File: config.mk
export PLATFORM = sky130hd
export DESIGN_NAME = ilk_interlock
export DESIGN_NICKNAME = d
export VERILOG_FILES = /design/src/rtl/ilk_pkg.sv /design/src/rtl/ilk_track.sv /design/src/rtl/ilk_hazard.sv /design/src/rtl/ilk_slot.sv /design/src/rtl/ilk_interlock.sv
export SDC_FILE = /design/constraint.sdc
export NUM_CORES = 1
export LEC_CHECK = 0
export BUFFER_PORTS_ARGS = -buffer_cell sky130_fd_sc_hd__buf_2
export CORE_AREA = 5 5 65 67
export CTS_CLUSTER_SIZE = 40
export DETAILED_ROUTE_END_ITERATION = 8
export DIE_AREA = 0 0 70 72
export PLACE_DENSITY = 0.67
export SYNTH_ARGS = -nofsm -noshare
export SYNTH_HDL_FRONTEND = slang
export SYNTH_SLANG_ARGS = --single-unit
File: constraint.sdc
create_clock -name clk_i -period 10.4 [get_ports clk_i]
set_input_delay 2.08 -clock clk_i [delete_from_list [all_inputs] [get_ports clk_i]]
set_output_delay 2.08 -clock clk_i [all_outputs]
set_load 0.005 [all_outputs]
File: src/rtl/ilk_pkg.sv
package ilk_pkg;

  typedef enum logic [2:0] {
    CLS_INT    = 3'd0,
    CLS_FPALU  = 3'd1,
    CLS_LOAD   = 3'd2,
    CLS_STORE  = 3'd3,
    CLS_BRANCH = 3'd4
  } op_cls_e;

  // producer/consumer stall requirement
  function automatic int lat_of(input op_cls_e prod, input op_cls_e cons,
                                input int fp_fp, input int fp_st, input int ld_fp);
    if (prod == CLS_FPALU && cons == CLS_FPALU) return fp_fp;
    if (prod == CLS_FPALU && cons == CLS_STORE) return fp_st;
    if (prod == CLS_LOAD  && cons == CLS_FPALU) return ld_fp;
    return 0;
  endfunction

  function automatic int max3(input int a, input int b, input int c);
    int m;
    m = (a > b) ? a : b;
    return (m > c) ? m : c;
  endfunction

endpackage

File: src/rtl/ilk_track.sv
module ilk_track #(
  parameter int DEPTH = 3,
  parameter int REG_W = 6
) (
  input  logic                        clk_i,
  input  logic                        rst_ni,
  input  logic                        push_i,
  input  logic [REG_W-1:0]            push_dst_i,
  input  logic [2:0]                  push_cls_i,
  output logic [DEPTH-1:0]            ent_vld_o,
  output logic [DEPTH-1:0][REG_W-1:0] ent_dst_o,
  output logic [DEPTH-1:0][2:0]       ent_cls_o
);

  // entry 0 is one cycle old, entry DEPTH-1 is DEPTH cycles old
  always_ff @(posedge clk_i or negedge rst_ni) begin
    if (!rst_ni) begin
      ent_vld_o <= '0;
      ent_dst_o <= '0;
      ent_cls_o <= '0;
    end else begin
      for (int i = DEPTH - 1; i > 0; i--) begin
        ent_vld_o[i] <= ent_vld_o[i-1];
        ent_dst_o[i] <= ent_dst_o[i-1];
        ent_cls_o[i] <= ent_cls_o[i-1];
      end
      ent_vld_o[0] <= push_i;
      ent_dst_o[0] <= push_dst_i;
      ent_cls_o[0] <= push_cls_i;
    end
  end

endmodule

File: src/rtl/ilk_hazard.sv
module ilk_hazard
  import ilk_pkg::*;
#(
  parameter int DEPTH     = 3,
  parameter int REG_W     = 6,
  parameter int LAT_FP_FP = 3,
  parameter int LAT_FP_ST = 2,
  parameter int LAT_LD_FP = 1,
  parameter int CNT_W     = 2
) (
  input  logic [2:0]                  cons_cls_i,
  input  logic [REG_W-1:0]            src_a_i,
  input  logic                        src_a_en_i,
  input  logic [REG_W-1:0]            src_b_i,
  input  logic                        src_b_en_i,
  input  logic [DEPTH-1:0]            ent_vld_i,
  input  logic [DEPTH-1:0][REG_W-1:0] ent_dst_i,
  input  logic [DEPTH-1:0][2:0]       ent_cls_i,
  output logic [CNT_W-1:0]            wait_o
);

  logic [CNT_W-1:0] ent_wait [DEPTH];

  for (genvar i = 0; i < DEPTH; i++) begin : g_ent
    logic hit;
    int   need;
    assign hit  = ent_vld_i[i] &&
                  ((src_a_en_i && src_a_i == ent_dst_i[i]) ||
                   (src_b_en_i && src_b_i == ent_dst_i[i]));
    assign need = lat_of(op_cls_e'(ent_cls_i[i]), op_cls_e'(cons_cls_i),
                         LAT_FP_FP, LAT_FP_ST, LAT_LD_FP);
    // age is i+1; cycles still owed = need - age + 1
    assign ent_wait[i] = (hit && need > i) ? CNT_W'(need - i) : '0;
  end

  always_comb begin
    wait_o = '0;
    for (int i = 0; i < DEPTH; i++) begin
      if (ent_wait[i] > wait_o) wait_o = ent_wait[i];
    end
  end

endmodule

File: src/rtl/ilk_slot.sv
module ilk_slot (
  input  logic clk_i,
  input  logic rst_ni,
  input  logic in_valid_i,
  input  logic issue_i,
  input  logic is_branch_i,
  output logic slot_o
);

  logic slot_q, slot_d;

  always_comb begin
    slot_d = slot_q;
    if (slot_q && (issue_i || !in_valid_i)) slot_d = 1'b0;
    if (issue_i && is_branch_i)             slot_d = 1'b1;
  end

  always_ff @(posedge clk_i or negedge rst_ni) begin
    if (!rst_ni) slot_q <= 1'b0;
    else         slot_q <= slot_d;
  end

  assign slot_o = slot_q;

endmodule

File: src/rtl/ilk_interlock.sv
module ilk_interlock
  import ilk_pkg::*;
#(
  parameter int  REG_W     = 6,
  parameter int  LAT_FP_FP = 3,
  parameter int  LAT_FP_ST = 2,
  parameter int  LAT_LD_FP = 1,
  localparam int MAX_LAT   = max3(LAT_FP_FP, LAT_FP_ST, LAT_LD_FP),
  localparam int CNT_W     = (MAX_LAT < 2) ? 1 : $clog2(MAX_LAT + 1)
) (
  input  logic             clk_i,
  input  logic             rst_ni,
  input  logic             in_valid_i,
  input  logic [2:0]       in_class_i,
  input  logic [REG_W-1:0] in_src_a_i,
  input  logic             in_src_a_en_i,
  input  logic [REG_W-1:0] in_src_b_i,
  input  logic             in_src_b_en_i,
  input  logic [REG_W-1:0] in_dst_i,
  input  logic             in_dst_en_i,
  output logic             stall_o,
  output logic             issue_o,
  output logic             bubble_o,
  output logic             slot_o,
  output logic [CNT_W-1:0] wait_o
);

  localparam int DEPTH = (MAX_LAT < 1) ? 1 : MAX_LAT;

  logic [DEPTH-1:0]            ent_vld;
  logic [DEPTH-1:0][REG_W-1:0] ent_dst;
  logic [DEPTH-1:0][2:0]       ent_cls;
  logic [CNT_W-1:0]            wait_raw;

  ilk_track #(.DEPTH(DEPTH), .REG_W(REG_W)) u_track (
    .clk_i      (clk_i),
    .rst_ni     (rst_ni),
    .push_i     (issue_o && in_dst_en_i),
    .push_dst_i (in_dst_i),
    .push_cls_i (in_class_i),
    .ent_vld_o  (ent_vld),
    .ent_dst_o  (ent_dst),
    .ent_cls_o  (ent_cls)
  );

  ilk_hazard #(
    .DEPTH(DEPTH), .REG_W(REG_W), .LAT_FP_FP(LAT_FP_FP),
    .LAT_FP_ST(LAT_FP_ST), .LAT_LD_FP(LAT_LD_FP), .CNT_W(CNT_W)
  ) u_hazard (
    .cons_cls_i (in_class_i),
    .src_a_i    (in_src_a_i),
    .src_a_en_i (in_src_a_en_i),
    .src_b_i    (in_src_b_i),
    .src_b_en_i (in_src_b_en_i),
    .ent_vld_i  (ent_vld),
    .ent_dst_i  (ent_dst),
    .ent_cls_i  (ent_cls),
    .wait_o     (wait_raw)
  );

  assign wait_o   = in_valid_i ? wait_raw : '0;
  assign stall_o  = in_valid_i && (wait_raw != '0);
  assign issue_o  = in_valid_i && !stall_o;
  assign bubble_o = !issue_o;

  ilk_slot u_slot (
    .clk_i       (clk_i),
    .rst_ni      (rst_ni),
    .in_valid_i  (in_valid_i),
    .issue_i     (issue_o),
    .is_branch_i (in_class_i == CLS_BRANCH),
    .slot_o      (slot_o)
  );

endmodule

==> results of run 1 <==
[area by class of cell]
type                       count  area, um^2
fill                         349        1720
sequential                    31         776
multi-input combinational    100         751
timing repair buffer          32         160
tap                           48        60.1
clock buffer                   6        51.3
clock inverter                 2        35.0
inverter                       8        30.0
[worst reg2reg max path, delay by kind of cell, from the launching register on]
family,cells,cell delay (ns)
and+or+nand+nor,8,1.80
AOI/OAI and AO/OA,5,1.04
adders and majority gates,2,0.54
DFF,1,0.43
xor gates and xnor gates,1,0.19
[sequential cells by signal (all words and copies together), names as in the netlist]
name and flops:
u_slot.slot_o 1, u_track.ent_cls_o 9, u_track.ent_dst_o 18, u_track.ent_vld_o 3
[cells in the final DEF (no fill, tap or decap), types with 3 or more instances in the layout]
master,n
sky130_fd_sc_hd__buf_2,32
sky130_fd_sc_hd__clkbuf_4,5
sky130_fd_sc_hd__dfrtp_1,31
sky130_fd_sc_hd__ha_1,6
sky130_fd_sc_hd__inv_1,8
sky130_fd_sc_hd__nand2_1,3
sky130_fd_sc_hd__nand2b_1,4
sky130_fd_sc_hd__nand3_1,7
sky130_fd_sc_hd__nand4_1,9
sky130_fd_sc_hd__nor2_1,8
sky130_fd_sc_hd__o22ai_1,3
sky130_fd_sc_hd__or2_2,3
sky130_fd_sc_hd__xnor2_1,31
sky130_fd_sc_hd__xor2_1,6
[power by group]
part	leakage (nW)	switching [mW]	internal (mW)
sequential	0.369	0.00500	0.126
combinational	0.396	0.0163	0.0158
clock	0.0482	0.0422	0.0568
[layer usage]
metal | global-route usage, % | vias to the layer above | part of all wire [%]
met4 | 3.19 | 0 | 0.89
met2 | 22.9 | 36 | 47
met3 | 4.71 | 3 | 7.2
met1 | 17.4 | 545 | 44
met5 | 0 | - | 0
li1 | - | 560 | -
[path summary, 6_finish.rpt]
path	endpoint	cells past startpoint	slack, ns	from
max in group asynchronous	u_track.ent_cls_o[4]$_DFF_PN0_	1	8.17	rst_ni
worst min-delay path	u_track.ent_cls_o[7]$_DFF_PN0_	0	0.37	u_track.ent_cls_o[4]$_DFF_PN0_
worst max-delay path	wait_o[0]	18	2.32	in_src_b_i[0]
worst max register to register	u_slot.slot_o$_DFFE_PN0P_	16	6.32	u_track.ent_dst_o[0]$_DFF_PN0_
min in group asynchronous	u_track.ent_dst_o[15]$_DFF_PN0_	1	1.76	rst_ni
worst min register to register	u_track.ent_cls_o[7]$_DFF_PN0_	0	0.37	u_track.ent_cls_o[4]$_DFF_PN0_
[logic make-up (layout without fill, tap and decap cells)]
| group | after synthesis | after routing | synth area share [%] |
|---|---|---|---|
| simple gates | 44 | 44 | 16.9 |
| other cells | 2 | 2 | 0.482 |
| compound gates | 11 | 11 | 5.23 |
| flops | 31 | 31 | 49.8 |
| fa+ha+maj | 6 | 6 | 4.82 |
| xor+xnor | 37 | 37 | 20.8 |
| buf+inv | 8 | 48 | 1.93 |
==> impl_metrics.json, run 1 <==
{
  "outcome": "finished clean",
  "final_design_area_no_fill_um2": 1860,
  "timing.critical_path.buf_inv": 2,
  "setup-tns-final_ns": 0,
  "post-layout-total-power_uw": 262,
  "routabilityCongestion": 0.947,
  "synth_edf_count": 0,
  "vdd.ir_drop.worst_v": 0.0000892,
  "relSlewSlack_pct": 54.2,
  "grt_antenna_before_repair": 0,
  "grtUsageTotal_pct": 13.8,
  "synth_top_cells_by_count": "31 x sky130_fd_sc_hd__dfrtp_1, 31 x sky130_fd_sc_hd__xnor2_1, 9 x sky130_fd_sc_hd__nand4_1, 8 x sky130_fd_sc_hd__inv_1, 8 x sky130_fd_sc_hd__nor2_1",
  "holdBufCountCts": 0,
  "drt_pre_antenna_iters": 4,
  "rsz0062_at_grt": "false",
  "netlist_area_um2": 1560,
  "crit_path_max_fanout": 4,
  "detail-route-antenna-nets": 0,
  "final.hold.worst_slack_ns": 0.374,
  "dpl.hpwl_um": 2540,
  "critPathCaptureType": "output pin",
  "synthesis.instances": 139,
  "tritoncts.num_buffers": 5,
  "synth_async_sr_flop_share_pct": 100,
  "clockBufferDepth": 2,
  "ys_warn_count": 0,
  "critical_path_required_ns": 8.32,
  "final_nets": 211,
  "synth_top_area_share_pct": 49.8,
  "commonest_register_cell_after_synthesis": "sky130_fd_sc_hd__dfrtp_1",
  "drive_above_1_share_pct": 26.8,
  "coreArea_um2": 3580,
  "worstSetupPathType": "in -> out",
  "io-pin-count": 33,
  "ys_types": 28,
  "placed_instance_area_um2": 1780,
  "critPathMaxStageDelay_ns": 0.65,
  "globalRoute.totalOverflow": 0,
  "iter_0_drt_violations": 47,
  "timing.critical_path.slowest_stage_cell": "sky130_fd_sc_hd__or4_2",
  "via_count": 1144,
  "routed_wl_um": 3250,
  "die_area_um2": 5040,
  "clockRootBuffer": "sky130_fd_sc_hd__clkbuf_4",
  "max_clock_freq_mhz": 124,
  "fin_crit_sh_pct": 77.7,
  "non_filler_instances": 227,
  "pre_cts_slack_ns": 2.40,
  "die_height_um": 72,
  "final-hold-violation-count": 0,
  "synthTopCellsByArea": "sky130_fd_sc_hd__dfrtp_1 50%, sky130_fd_sc_hd__xnor2_1 17%, sky130_fd_sc_hd__ha_1 4.8%, sky130_fd_sc_hd__nand4_1 3.6%, sky130_fd_sc_hd__xor2_1 3.4%",
  "grt_max_degree": 32,
  "clk_pin_slew_worst_paths_ns": 0.08,
  "timing.critical_path.max_delay_family": "simple AND/OR/NAND/NOR gates",
  "post_cts_resized": 0,
  "power_per_cell_area_nw_per_um2": 141,
  "cp.arrival_ns": 6.00,
  "utilization_pct": 52.1,
  "leakagePower_nw": 0.813,
  "critical_path_start_type": "input port",
  "n_diodes": 0,
  "synth_area_leader_cell": "sky130_fd_sc_hd__dfrtp_1",
  "die_width_um": 70,
  "initial_core_util_pct": 43.5,
  "cts_tree": "yes",
  "yosysSeqAreaShare_pct": 49.8,
  "cts_setup_buffers": 0,
  "clock_insertion_delay_at_the_later_pin_of_the_skew_report_ns": 0.34,
  "finalSetupViolations": 0,
  "cpMostUsedCell": "sky130_fd_sc_hd__nor2_1",
  "hold_path.class": "reg -> reg",
  "wire_per_inst_um": 14.3,
  "h-tree-depth": 2,
  "syn_nets": 172,
  "synthesis.area_per_instance_um2": 11.2,
  "post_drt_via_cell_ratio": 5.04,
  "synth.ff_latch_count": 31,
  "placementRows": 22,
  "timing.final.ws_setup_ns": 2.32,
  "timing.max_cap.violations": 0,
  "layout-area-overhead-vs-synth_pct": 19.7,
  "placed_cells_incl_taps": 219,
  "period_minus_ws_final_ns": 8.08,
  "crit_path_cell_trace": "buf_2 -> xnor2_1 -> nand4_1 -> nor4_2 -> nor2_1 -> or4_2 -> ha_1 -> nor2_1 -> o22a_1 -> nand4_1 -> o41ai_1 -> ha_1 -> nor2_1 -> o21a_1 -> or2_2 -> or4_1 -> a31oi_1 -> buf_2",
  "via_count_of_the_first_global_routing_pass": 1177,
  "drc": 0,
  "clkSinkCount": 31,
  "drv_slew": 0,
  "grt_first_pass_wirelength_um": 5540,
  "number_of_input_and_output_port_buffers_inserted": 32,
  "fin_skew_ns": 0.0162,
  "max_slew.worst_pin.slew_ns": 0.687
}
Power figures use the tool's default switching activity.
==> run 2: changes to the inputs <==
--- a/config.mk
+++ b/config.mk
@@ -5,12 +5,12 @@
 export SDC_FILE = /design/constraint.sdc
 export NUM_CORES = 1
 export LEC_CHECK = 0
+export ABC_AREA = 1
 export BUFFER_PORTS_ARGS = -buffer_cell sky130_fd_sc_hd__buf_2
-export CORE_AREA = 5 5 65 67
+export CORE_AREA = 5 5 69 71
 export CTS_CLUSTER_SIZE = 40
 export DETAILED_ROUTE_END_ITERATION = 8
-export DIE_AREA = 0 0 70 72
-export PLACE_DENSITY = 0.67
+export DIE_AREA = 0 0 74 76
 export SYNTH_ARGS = -nofsm -noshare
 export SYNTH_HDL_FRONTEND = slang
 export SYNTH_SLANG_ARGS = --single-unit
==> constraint.sdc (replaced) <==
create_clock -name clk_i -period 8.2 [get_ports clk_i]
set_input_delay 1.64 -clock clk_i [delete_from_list [all_inputs] [get_ports clk_i]]
set_output_delay 1.64 -clock clk_i [all_outputs]
set_load 0.005 [all_outputs]
==> impl_metrics.json, run 2 <==
{
  "worstHoldStart": "u_track.ent_cls_o[2]$_DFF_PN0_",
  "most_frequent_cells_in_the_layout": "76 x sky130_fd_sc_hd__nand2_1, 38 x sky130_fd_sc_hd__inv_1, 32 x sky130_fd_sc_hd__buf_2, 31 x sky130_fd_sc_hd__dfrtp_1, 18 x sky130_fd_sc_hd__nor2_1",
  "die_height_um": 76,
  "via_count_of_the_first_global_routing_pass": 1477,
  "synth_top_area_share_pct": 44.4,
  "routabilityCongestion": 0.851,
  "n_diodes": 0,
  "die_area_um2": 5620,
  "synth_adder_area_share_pct": 4.29,
  "synth_area_leader_cell": "sky130_fd_sc_hd__dfrtp_1",
  "synth_most_common_cell": "sky130_fd_sc_hd__nand2_1",
  "power.net_switching_uw": 86.8,
  "largest-register": "u_track.ent_dst_o",
  "cts_setup_buffers": 0,
  "placementRows": 24,
  "timing.max_cap.violations": 0,
  "grt_antenna_before_repair": 0,
  "synthesis.instances": 234,
  "clockRootBuffer": "sky130_fd_sc_hd__clkbuf_8",
  "p_comb_share_pct": 12.1,
  "max_slew.worst_pin.slew_ns": 0.695,
  "post_synth_xor_area_fraction_pct": 2.51,
  "fin_crit_sh_pct": 74.2,
  "timing.critical_path.max_delay_family": "simple AND/OR/NAND/NOR gates",
  "synth_top_family_by_area": "simple AND/OR/NAND/NOR gates",
  "worstReg2RegStart": "u_track.ent_dst_o[1]$_DFF_PN0_",
  "syn_nets": 267,
  "timing.final.ws_setup_ns": 2.11,
  "clk_pin_slew_worst_paths_ns": 0.06,
  "h-tree-depth": 2,
  "critPathMaxStageDelay_ns": 0.35,
  "grtUsageTotal_pct": 14.6,
  "holdBufCountCts": 0,
  "ys_warn_count": 0,
  "reg2reg_slack_ns": 5.17,
  "grt_first_pass_wirelength_um": 6230,
  "critical_path_required_ns": 6.56,
  "critical_path_start_type": "input port",
  "vdd.ir_drop.worst_v": 0.000105,
  "crit_path_max_fanout": 5,
  "timing.rr.end": "u_slot.slot_o$_DFFE_PN0P_",
  "synth_edf_count": 0,
  "fin_skew_ns": 0.00475,
  "post_synth_and_or_nand_nor_area_fraction_pct": 31.6,
  "synthesis.area_per_instance_um2": 7.47,
  "number_of_input_and_output_port_buffers_inserted": 32,
  "final.fill_count": 422,
  "p_seq_share_pct": 45.9,
  "iter_0_drt_violations": 78,
  "ys_types": 29,
  "clkSinkCount": 31,
  "commonest_register_cell_after_synthesis": "sky130_fd_sc_hd__dfrtp_1",
  "utilization_pct": 50.1,
  "timing.critical_path.buf_inv": 4,
  "largest_reg_flops": 18,
  "worstSetupPathType": "in -> out",
  "hold_path.class": "reg -> reg",
  "muxShareOfSynthArea_pct": 0,
  "coreArea_um2": 4170,
  "synth_async_sr_flop_share_pct": 100,
  "pre_cts_slack_ns": 2.10,
  "netlist_area_um2": 1750,
  "outcome": "finished clean",
  "worstRegToRegCells": 22,
  "drive_above_1_share_pct": 21.2,
  "dpl.hpwl_um": 3060,
  "cp.arrival_ns": 4.45,
  "drt_pre_antenna_iters": 4,
  "power.share.clock_pct": 42.0,
  "power_per_cell_area_nw_per_um2": 174,
  "clock_insertion_delay_at_the_later_pin_of_the_skew_report_ns": 0.28,
  "switching_share_pct": 23.9,
  "most_common_cell_after_layout_fill_and_taps_aside": "sky130_fd_sc_hd__nand2_1",
  "die_width_um": 74,
  "layout-area-overhead-vs-synth_pct": 19.6,
  "setup-tns-final_ns": 0,
  "finalSetupViolations": 0,
  "critPathCaptureType": "output pin",
  "io-pin-count": 33,
  "wire_per_inst_um": 11.5,
  "routed_wl_um": 3760,
  "synth_compound_gate_area_share_pct": 6.51,
  "p_int_uw": 276,
  "holdPathEnd": "u_track.ent_cls_o[5]$_DFF_PN0_",
  "drc": 0,
  "final_nets": 306,
  "period_minus_ws_final_ns": 6.09,
  "post_drt_via_cell_ratio": 4.65,
  "initial_core_util_pct": 41.9,
  "cts_tree": "yes",
  "synth_top_cells_by_count": "76 x sky130_fd_sc_hd__nand2_1, 38 x sky130_fd_sc_hd__inv_1, 31 x sky130_fd_sc_hd__dfrtp_1, 18 x sky130_fd_sc_hd__nor2_1, 8 x sky130_fd_sc_hd__a21oi_1",
  "biggest_registers_after_layout": "u_track.ent_dst_o x18, u_track.ent_cls_o x9, u_track.ent_vld_o x3",
  "globalRoute.totalOverflow": 0,
  "synthTopCellsByArea": "sky130_fd_sc_hd__dfrtp_1 44%, sky130_fd_sc_hd__nand2_1 16%, sky130_fd_sc_hd__inv_1 8.2%, sky130_fd_sc_hd__ha_1 4.3%, sky130_fd_sc_hd__nor2_1 3.9%",
  "rsz0062_at_grt": "false",
  "synth.ff_latch_count": 31,
  "timing.critical_path.slowest_stage_cell": "sky130_fd_sc_hd__or3_1",
  "detail-route-antenna-nets": 0,
  "final-hold-violation-count": 0,
  "max_clock_freq_mhz": 164,
  "post_cts_resized": 0,
  "clockBufferDepth": 2,
  "cpMostUsedCell": "sky130_fd_sc_hd__nand2_1",
  "tritoncts.num_buffers": 5,
  "via_count": 1516,
  "yosysSeqAreaShare_pct": 44.4,
  "leakagePower_nw": 1.17,
  "drv_slew": 0,
  "hold-path-cell-count": 0,
  "relSlewSlack_pct": 53.7,
  "crit_path_cell_trace": "buf_2 -> inv_1 -> nand2_1 -> nand2_1 -> nand2_1 -> nor2_1 -> nand2_1 -> nand2_1 -> nand2_1 -> or3_1 -> ha_1 -> nor2_1 -> o21a_1 -> inv_1 -> nand4_1 -> nand2_2 -> ha_1 -> nand2_1 -> o21a_1 -> nand3_2 -> a31oi_1 -> buf_2",
  "grt_max_degree": 32
}
## run 2: cell types whose count changed after synthesis, sizes merged, moves of 2 or more
cell    delta
or4        -2
xor2       -4
inv       +37
nor2      +11
o22ai      +2
nand2     +76
nand3      +5
a21oi      +8
o21ai      +2
clkinv     +3
nor4       -2
nand4      -4
nand2b     -4
xnor2     -28
## run 2: worst max-delay path by stage
stage          depth (start not counted)           from      end  slack (ns)
6_report                              22  in_src_b_i[4]  stall_o        2.11
5_1_grt                               22  in_src_b_i[4]  stall_o        1.79
4_1_cts                               22  in_src_b_i[4]  stall_o        2.08
3_5_place_dp                          22  in_src_b_i[4]  stall_o        2.10
3_3_place_gp                          22  in_src_b_i[4]  stall_o        2.20
2_1_floorplan                         20  in_src_b_i[4]  stall_o        2.60
## run 2: cell type report
cell class / count / area (um^2) / share of cell area (%)
Timing Repair Buffer: 32 / 160 / 7.66
Clock buffer: 6 / 82.6 / 3.95
Multi-Input combinational cell: 155 / 792 / 37.9
Tap cell: 52 / 65.1 / 3.11
Sequential cell: 31 / 776 / 37.1
Clock inverter: 2 / 35.0 / 1.68
Inverter: 48 / 180 / 8.62
## run 2: logic make-up (layout without fill, tap and decap cells)
logic type | count (synthesis) | count (layout)
AOI/OAI and AO/OA | 19 | 19
and+or+nand+nor | 123 | 123
xor gates and xnor gates | 5 | 5
DFF | 31 | 31
other | 2 | 2
adders and majority gates | 6 | 6
buffers and inverters | 48 | 88
## run 2: metrics by stage
step,power (mW),cells,hold WS [ns],area (um^2)
6_report,0.363,326,0.372,2090
5_1_grt,0.383,326,0.387,2090
3_5_place_dp,0.214,318,0.360,1970
2_1_floorplan,0.193,234,0.354,1750
3_3_place_gp,0.214,318,0.358,1970
4_1_cts,0.369,326,0.376,2090
## run 2: worst reg2reg max path, cell delays in order (launching register included)
cell                      delay [ns]
sky130_fd_sc_hd__dfrtp_1        0.41
sky130_fd_sc_hd__inv_1          0.08
sky130_fd_sc_hd__nand2_1        0.06
sky130_fd_sc_hd__nand2_1        0.04
sky130_fd_sc_hd__inv_1          0.04
sky130_fd_sc_hd__nand2_1        0.04
sky130_fd_sc_hd__nor2_1         0.08
sky130_fd_sc_hd__nand2_1        0.05
sky130_fd_sc_hd__nand2_1        0.09
sky130_fd_sc_hd__nand2_1        0.07
sky130_fd_sc_hd__or3_1          0.35
sky130_fd_sc_hd__ha_1           0.30
sky130_fd_sc_hd__nor2_1         0.10
sky130_fd_sc_hd__o21a_1         0.16
sky130_fd_sc_hd__inv_1          0.05
sky130_fd_sc_hd__nand4_1        0.09
sky130_fd_sc_hd__nand2_2        0.08
sky130_fd_sc_hd__ha_1           0.27
sky130_fd_sc_hd__nand2_1        0.07
sky130_fd_sc_hd__o21a_1         0.14
sky130_fd_sc_hd__nand3_2        0.14
sky130_fd_sc_hd__nand4_1        0.15
sky130_fd_sc_hd__nand2_1        0.06
## run 2: power groups by stage
stage          combinational, mW  clock, mW  sequential, mW
3_3_place_gp              0.0444          0           0.169
5_1_grt                   0.0510      0.165           0.167
6_report                  0.0439      0.152           0.166
4_1_cts                   0.0447      0.157           0.166
3_5_place_dp              0.0445          0           0.169
2_1_floorplan             0.0257          0           0.168
## run 2: per-layer routing
layer / wire (um) / global-route usage (%)
met5: 0 / 0
met4: 84 / 7.25
met3: 168 / 2.77
met2: 1850 / 23.8
met1: 1660 / 18.1
